$ cat src/rtl/sbclk_pkg.sv
package sbclk_pkg;
    localparam int BITS_PER_SLOT = 8;
    localparam int SLOTS         = 12;
    localparam int DCH_SLOT      = 3;
    localparam int DCH_BITS      = 2;
    localparam int BIT_W         = $clog2(BITS_PER_SLOT);
    localparam int SLOT_W        = $clog2(SLOTS);

    typedef enum logic [3:0] {
        PH_HOLD, PH_0, PH_1, PH_2, PH_3, PH_4,
        PH_5, PH_6, PH_7, PH_8, PH_9
    } phase_e;
endpackage

$ cat src/rtl/sbclk_phase_fsm.sv
module sbclk_phase_fsm
    import sbclk_pkg::*;
(
    input  logic   clk,
    input  logic   rst_n,
    output phase_e phase,
    output logic   run,
    output logic   bcl,
    output logic   dcl,
    output logic   adv
);
    phase_e state, nxt;

    always_ff @(posedge clk or negedge rst_n) begin
        if (!rst_n) state <= PH_HOLD;
        else        state <= nxt;
    end

    always_comb begin
        nxt = PH_HOLD;
        unique case (state)
            PH_HOLD: nxt = PH_0;
            PH_0:    nxt = PH_1;
            PH_1:    nxt = PH_2;
            PH_2:    nxt = PH_3;
            PH_3:    nxt = PH_4;
            PH_4:    nxt = PH_5;
            PH_5:    nxt = PH_6;
            PH_6:    nxt = PH_7;
            PH_7:    nxt = PH_8;
            PH_8:    nxt = PH_9;
            PH_9:    nxt = PH_0;
            default: nxt = PH_HOLD;
        endcase
    end

    always_comb begin
        run = 1'b1;
        bcl = 1'b0;
        dcl = 1'b0;
        adv = 1'b0;
        unique case (state)
            PH_HOLD: run = 1'b0;
            PH_0, PH_1, PH_2: begin bcl = 1'b1; dcl = 1'b1; end
            PH_3, PH_4:       bcl = 1'b1;
            PH_5, PH_6, PH_7: dcl = 1'b1;
            PH_8:             ;
            PH_9:             adv = 1'b1;
            default:          run = 1'b0;
        endcase
    end

    assign phase = state;


    bcl_rise_chk: assert property (@(posedge clk) disable iff (!rst_n)
        $rose(bcl) |-> (state == PH_0));

    dcl_rise_chk: assert property (@(posedge clk) disable iff (!rst_n)
        $rose(dcl) |-> (state == PH_0 || state == PH_5));
endmodule

$ cat src/rtl/sbclk_frame_cnt.sv
module sbclk_frame_cnt #(
    parameter int BPS   = 8,
    parameter int NSLOT = 12,
    localparam int BW   = $clog2(BPS),
    localparam int SW   = $clog2(NSLOT)
) (
    input  logic          clk,
    input  logic          rst_n,
    input  logic          adv,
    output logic [BW-1:0] bit_q,
    output logic [SW-1:0] slot_q
);
    always_ff @(posedge clk or negedge rst_n) begin
        if (!rst_n) begin
            bit_q  <= '0;
            slot_q <= '0;
        end else if (adv) begin
            if (bit_q == BW'(BPS - 1)) begin
                bit_q  <= '0;
                slot_q <= (slot_q == SW'(NSLOT - 1)) ? '0 : slot_q + 1'b1;
            end else begin
                bit_q <= bit_q + 1'b1;
            end
        end
    end


    idx_hold_chk: assert property (@(posedge clk) disable iff (!rst_n)
        !$past(adv) |-> $stable({slot_q, bit_q}));

    slot_range_chk: assert property (@(posedge clk) disable iff (!rst_n)
        slot_q < SW'(NSLOT));
endmodule

$ cat src/rtl/sbclk_strobe_dec.sv
module sbclk_strobe_dec
    import sbclk_pkg::*;
(
    input  logic              clk,
    input  logic              rst_n,
    input  logic              run,
    input  logic [BIT_W-1:0]  bit_q,
    input  logic [SLOT_W-1:0] slot_q,
    input  logic [SLOT_W-1:0] cfg_slot,
    input  logic              cfg_slot_en,
    input  logic              cfg_dch_en,
    output logic              strobe
);
    logic hit_slot, hit_dch;

    always_comb begin
        hit_slot = cfg_slot_en && (slot_q == cfg_slot);
        hit_dch  = cfg_dch_en && (slot_q == SLOT_W'(DCH_SLOT))
                   && (bit_q < BIT_W'(DCH_BITS));
        strobe   = run && (hit_slot || hit_dch);
    end


    out_of_range_chk: assert property (@(posedge clk) disable iff (!rst_n)
        (!cfg_dch_en && cfg_slot >= SLOT_W'(SLOTS)) |-> !strobe);

    dch_window_chk: assert property (@(posedge clk) disable iff (!rst_n)
        (strobe && !cfg_slot_en) |-> (slot_q == SLOT_W'(DCH_SLOT)));
endmodule

$ cat src/rtl/sbclk_top.sv
module sbclk_top
    import sbclk_pkg::*;
(
    input  logic              clk_ref,
    input  logic              rst_n,
    input  logic [SLOT_W-1:0] cfg_slot,
    input  logic              cfg_slot_en,
    input  logic              cfg_dch_en,
    output logic              ref_out,
    output logic              fsc,
    output logic              dcl,
    output logic              bcl,
    output logic              strobe,
    output logic [BIT_W-1:0]  bit_idx,
    output logic [SLOT_W-1:0] slot_idx
);
    phase_e phase;
    logic   run, adv;

    sbclk_phase_fsm u_fsm (
        .clk(clk_ref), .rst_n(rst_n), .phase(phase), .run(run),
        .bcl(bcl), .dcl(dcl), .adv(adv)
    );

    sbclk_frame_cnt #(.BPS(BITS_PER_SLOT), .NSLOT(SLOTS)) u_cnt (
        .clk(clk_ref), .rst_n(rst_n), .adv(adv),
        .bit_q(bit_idx), .slot_q(slot_idx)
    );

    sbclk_strobe_dec u_stb (
        .clk(clk_ref), .rst_n(rst_n), .run(run), .bit_q(bit_idx),
        .slot_q(slot_idx), .cfg_slot(cfg_slot), .cfg_slot_en(cfg_slot_en),
        .cfg_dch_en(cfg_dch_en), .strobe(strobe)
    );

    assign ref_out = clk_ref;
    assign fsc     = bcl && (bit_idx == '0) && (slot_idx == '0);


    fsc_pos_chk: assert property (@(posedge clk_ref) disable iff (!rst_n)
        $rose(fsc) |-> ($rose(bcl) && phase == PH_0));

    strobe_edge_chk: assert property (@(posedge clk_ref) disable iff (!rst_n)
        ($rose(strobe) && $stable({cfg_slot, cfg_slot_en, cfg_dch_en}))
        |-> $rose(bcl));
endmodule

$ cat config.mk
export PLATFORM = sky130hd
export DESIGN_NAME = sbclk_top
export DESIGN_NICKNAME = d
export VERILOG_FILES = /design/src/rtl/sbclk_pkg.sv /design/src/rtl/sbclk_phase_fsm.sv /design/src/rtl/sbclk_frame_cnt.sv /design/src/rtl/sbclk_strobe_dec.sv /design/src/rtl/sbclk_top.sv
export SDC_FILE = /design/constraint.sdc
export NUM_CORES = 1
export LEC_CHECK = 0
export BUFFER_PORTS_ARGS = -buffer_cell sky130_fd_sc_hd__buf_2
export CAP_MARGIN = 40
export CORE_ASPECT_RATIO = 1.25
export CORE_MARGIN = 3
export CORE_UTILIZATION = 25
export DETAILED_ROUTE_END_ITERATION = 16
export PLACE_DENSITY = 0.51
export SLEW_MARGIN = 20
export SYNTH_ARGS = -nofsm -noshare
export SYNTH_HDL_FRONTEND = slang
export SYNTH_SLANG_ARGS = --single-unit
$ cat constraint.sdc
create_clock -name clk_ref -period 1.8 [get_ports clk_ref]
set_input_delay 0.09 -clock clk_ref [delete_from_list [all_inputs] [get_ports clk_ref]]
set_output_delay 0.09 -clock clk_ref [all_outputs]
set_load 0.05 [all_outputs]
### Word-level counts from Yosys, hierarchy flattened

Memories as Yosys holds them, arrays and structs flattened. A register that Yosys moved wholly into a read port is not among the register bits.
Cells that the tools add are included.

| operators by class | value |
|---|---|
| eq/ne operators | 14 |
| $lt $le $gt $ge | 1 |
| muxes and demuxes | 6 |
| add/subtract/negate cells | 2 |
| reductions and logical operators | 14 |

Operator list:

| kind | count |
|---|---|
| 4-bit by 3-bit == test with 1-bit output, second input constant | 4 |
| 4-bit == test, second input constant | 4 |
| 4-bit by 2-bit == test with 1-bit output, second input constant | 3 |
| 10-bit OR reduction | 1 |
| 1-bit logical AND | 6 |
| 6-bit OR reduction | 1 |
| 5-bit OR reduction | 1 |
| 4-bit by 1-bit adder with 4-bit output, second input constant | 1 |
| 4-bit by 1-bit == test with 1-bit output, second input constant | 1 |
| 4-bit == test | 1 |
| 4-bit zero test | 1 |
| 1-bit 2-to-1 mux | 4 |
| 4-bit 2-to-1 mux | 1 |
| 3-bit by 1-bit adder with 3-bit output, second input constant | 1 |
| 3-bit == test, second input constant | 1 |
| 3-bit zero test | 1 |
| 3-bit by 2-bit less-than comparator with 1-bit output, second input constant | 1 |
| 3-bit 2-to-1 mux | 1 |
| 2-bit AND reduction | 1 |
| 1-bit zero test | 1 |
| 1-bit logical OR | 1 |

| storage, ports and cells | value |
|---|---|
| memory bits (read-only) | 64 |
| memories kept | 1 |
| output and inout port bits | 12 |
| bits of input ports | 8 |
| word-level logic and storage cells | 40 |
| flip-flop bits (word level) | 7 |

Memory list:

| name | depth | width | rd ports | clocked after memory_dff | wr ports | line | RTL |
|---|---|---|---|---|---|---|---|
| (no name shown) | 16 | 4 | 1 | 1 | 0 | sbclk_phase_fsm.sv:21 | `unique case (state)` |

### Longest topological paths before layout

| logic depth | value |
|---|---|
| depth in word-level cells | 5 |
| mapped depth | 6 |
| mapped depth without buffers | 6 |

### Cells and area by module

A second synthesis with hierarchy kept.

| unflattened totals | value |
|---|---|
| cell total of the unflattened synthesis | 82 |
| area total of the unflattened synthesis | 752.0 µm² |

Modules (own cells, without submodules):

| module | times used | area each (µm²) | seq. area each (µm²) | cells an instance |
|---|---|---|---|---|
| sbclk_frame_cnt | 1 | 344.1 | 175.2 | 31 |
| sbclk_phase_fsm | 1 | 311.5 | 100.1 | 35 |
| sbclk_strobe_dec | 1 | 68.8 | 0.0 | 12 |
| sbclk_top | 1 | 27.5 | 0.0 | 4 |

==> metrics.txt <==
status complete, but fails checks; violated checks setup timing; Max Cap Viol 0; crit end category primary output; Routed Wire Length 1870 um; detailed-route via count 699; clock period minus final worst setup slack 1.94 ns; Worst slew margin 0.781; Ports 20; share of layout cells above drive strength 1 0.496; Core Area 0.00297 mm2; Gate power share 0.034; vias in the first global route 712; Row Count 22; CP delay by family, top simple AND/OR/NAND/NOR gates; leakage power 0.557 nW; drt pass-1 iters 5; Final Slew Violations 0; top cell type's share of synthesized area 0.353; final hold vios 0; GPL Wtd Cong 0.783; Total GRT Usage 0.111; switching share of power 0.318; CP peak stage delay 0.45 ns; DRT iter0 DRCs 14; I/O Buffers 19; die height 68.4 um; clk_lat worst skew 0.37 ns; Clock Skew 0.00260 ns; Final setup viols 3; Nets 138; Net Sw Power 0.000201 W; Avg WL per Cell 12.0 um; top cells by area, synth dfrtp_1, ha_1, mux2_2, o21ai_0, inv_1; syn nets 100; grt ovf 0; Fin Hold WS 0.117 ns; critical path peak fanout 4; final core area utilization 0.392; Netlist cell types 30; DIE AREA 0.00383 mm2; setup ws final -0.138 ns; Syn Inst Count 82; Vias/cell 4.51; unrepaired setup endpoints after global routing true; first-pass GRT wire length 3200 um; Synth Cell Area 779 um2; DR DRC count 0; Die X 55.9 um; crit path launch type flop; top_reg_cell synth dfrtp_1; register area share after synthesis 0.353; largest net degree at the start of global routing 12; ys async rst share 1.00; DP Area 957 um2; register clock-pin slew on the reported worst setup and hold paths 0.07 ns; Avg Inst Size Synth 9.51 um2; CP Data Required Time 1.71 ns; Ys Warns 0; hold crit path type in -> async; fillers 318; Max Fclk 516 MHz; final worst path period share 1.08; Least-Margin Pin Slew 0.329 ns; Pint 0.000432 W; post-route ant nets 0; EDFF count, synth 0; register share of total power 0.390; power per cell area 543 mW/mm2; DP HPWL 1350 um; worst-path cell chain ha_4 -> or3_4 -> a21oi_4 -> nor2_4 -> and4_4 -> buf_8; TritonCTS clock tree yes; cell area after layout 0.00116 mm2; slowest stage cell, crit path dfrtp_2; count of buffer and inverter cells on the critical path 1; clock power share 0.576; initial antenna violation count 0; cell taking the most area after synthesis dfrtp_1; critical path data arrival time 1.85 ns; Layout area overhead 49.4%; diodes inserted 0; Initial Utilization 0.262; Max rail drop VDD 0.570 mV; Crit Path Class reg -> out; Synth Register Bits 11
[power groups by stage]
| stage | clock network [W] | registers (W) | logic [W] |
|---|---|---|---|
| 6_report | 0.000364 | 0.000247 | 0.0000213 |
| 5_1_grt | 0.000398 | 0.000247 | 0.0000245 |
| 4_1_cts | 0.000386 | 0.000247 | 0.0000221 |
| 3_5_place_dp | 0.000106 | 0.000252 | 0.0000198 |
| 3_3_place_gp | 0.000106 | 0.000252 | 0.0000196 |
| 2_1_floorplan | 0.000120 | 0.000252 | 0.00000581 |
[cells in the mapped netlist (2+ instances only)]
master and count:
buf_4 2, dfrtp_1 11, ha_1 10, inv_1 8, mux2_2 4, nand2_1 7
nand4_1 2, nor2_1 5, nor3_1 4, o21ai_0 7, xor2_1 3
[cell families after synthesis]
logic type | Yosys count | share of synthesized area
compound gates | 14 | 0.112
xor+xnor | 4 | 0.0450
fa+ha+maj | 10 | 0.161
buf+inv | 11 | 0.0722
flops | 11 | 0.353
mux | 5 | 0.0706
simple gates | 27 | 0.186
[layout make-up]
class | count | area (um2) | share of cell area
Multi-Input combinational cell | 60 | 534 | 0.459
Sequential cell | 11 | 279 | 0.240
Timing Repair Buffer | 32 | 223 | 0.191
Clock buffer | 8 | 53.8 | 0.0462
Tap cell | 36 | 45.0 | 0.0387
Inverter | 8 | 30.0 | 0.0258
[timing repair]
item                       in CTS  in global routing
hold endpoints to repair       11                  0
gates resized for setup        21                  6
hold buffers                    1                  0
setup endpoints to repair       3                  4
setup buffers                   7                  1
pin swaps                       8                  1
[cells in the final DEF (no fill, tap or decap), drive strengths merged]
master        n
a21boi        1
a21o          1
a21oi         2
a221oi        1
and4          1
buf          32
clkbuf        7
dfrtp        11
dlygate4sd3   1
ha           10
inv           8
mux2          4
mux2i         1
nand2         7
nand2b        1
nand3         1
nand3b        1
nand4         2
nand4b        1
nor2          5
nor2b         1
nor3          4
nor4          1
o21ai         7
o22ai         1
o2bb2ai       1
or2b          1
or3           1
xnor2         1
xor2          3
[state kept, by name, summed over array words and instances, names as in the netlist]
register      cells
u_cnt.slot_q      4
u_fsm.phase       4
u_cnt.bit_q       3
[layer usage]
layer | vias up | global-route usage | wire, um
met5 | - | 0 | 0
met4 | 0 | 0.0742 | 43
met3 | 4 | 0.0283 | 83
met2 | 17 | 0.183 | 915
met1 | 319 | 0.129 | 824
li1 | 359 | - | -
[worst reg2reg max path: cells and delay by family, from the launching register on]
family / cells / cell delay [ns]
multiplexers: 1 / 0.36
adder cells (fa/ha/maj): 2 / 0.44
AND/OR/NAND/NOR: 1 / 0.19
flip-flops: 1 / 0.42
[path summary, 6_finish.rpt]
kind / cells past startpoint / slack (ns) / startpoint / end
worst max register to register: 4 / 0.29 / u_cnt.bit_q[0] / u_cnt.slot_q[1]
max in group asynchronous: 2 / 1.45 / rst_n / u_fsm.phase[1]
min in group clk_ref: 2 / 0.54 / u_cnt.bit_q[1] / u_cnt.bit_q[1]
worst max-delay path: 6 / -0.14 / u_fsm.phase[1] / fsc
worst min-delay path: 2 / 0.12 / rst_n / u_cnt.slot_q[1]
worst min register to register: 2 / 0.54 / u_cnt.bit_q[1] / u_cnt.bit_q[1]
[per-stage QoR]
| stage | setup slack (ns) | power [W] | TNS [ns] | cells |
|---|---|---|---|---|
| 2_1_floorplan | 0.00112 | 0.000377 | 0 | 82 |
| 6_report | -0.138 | 0.000633 | -0.286 | 155 |
| 3_5_place_dp | 0.0976 | 0.000378 | 0 | 139 |
| 3_3_place_gp | 0.114 | 0.000377 | 0 | 139 |
| 5_1_grt | -0.188 | 0.000669 | -0.513 | 155 |
| 4_1_cts | -0.147 | 0.000655 | -0.256 | 154 |
Power figures use the tool's default switching activity.
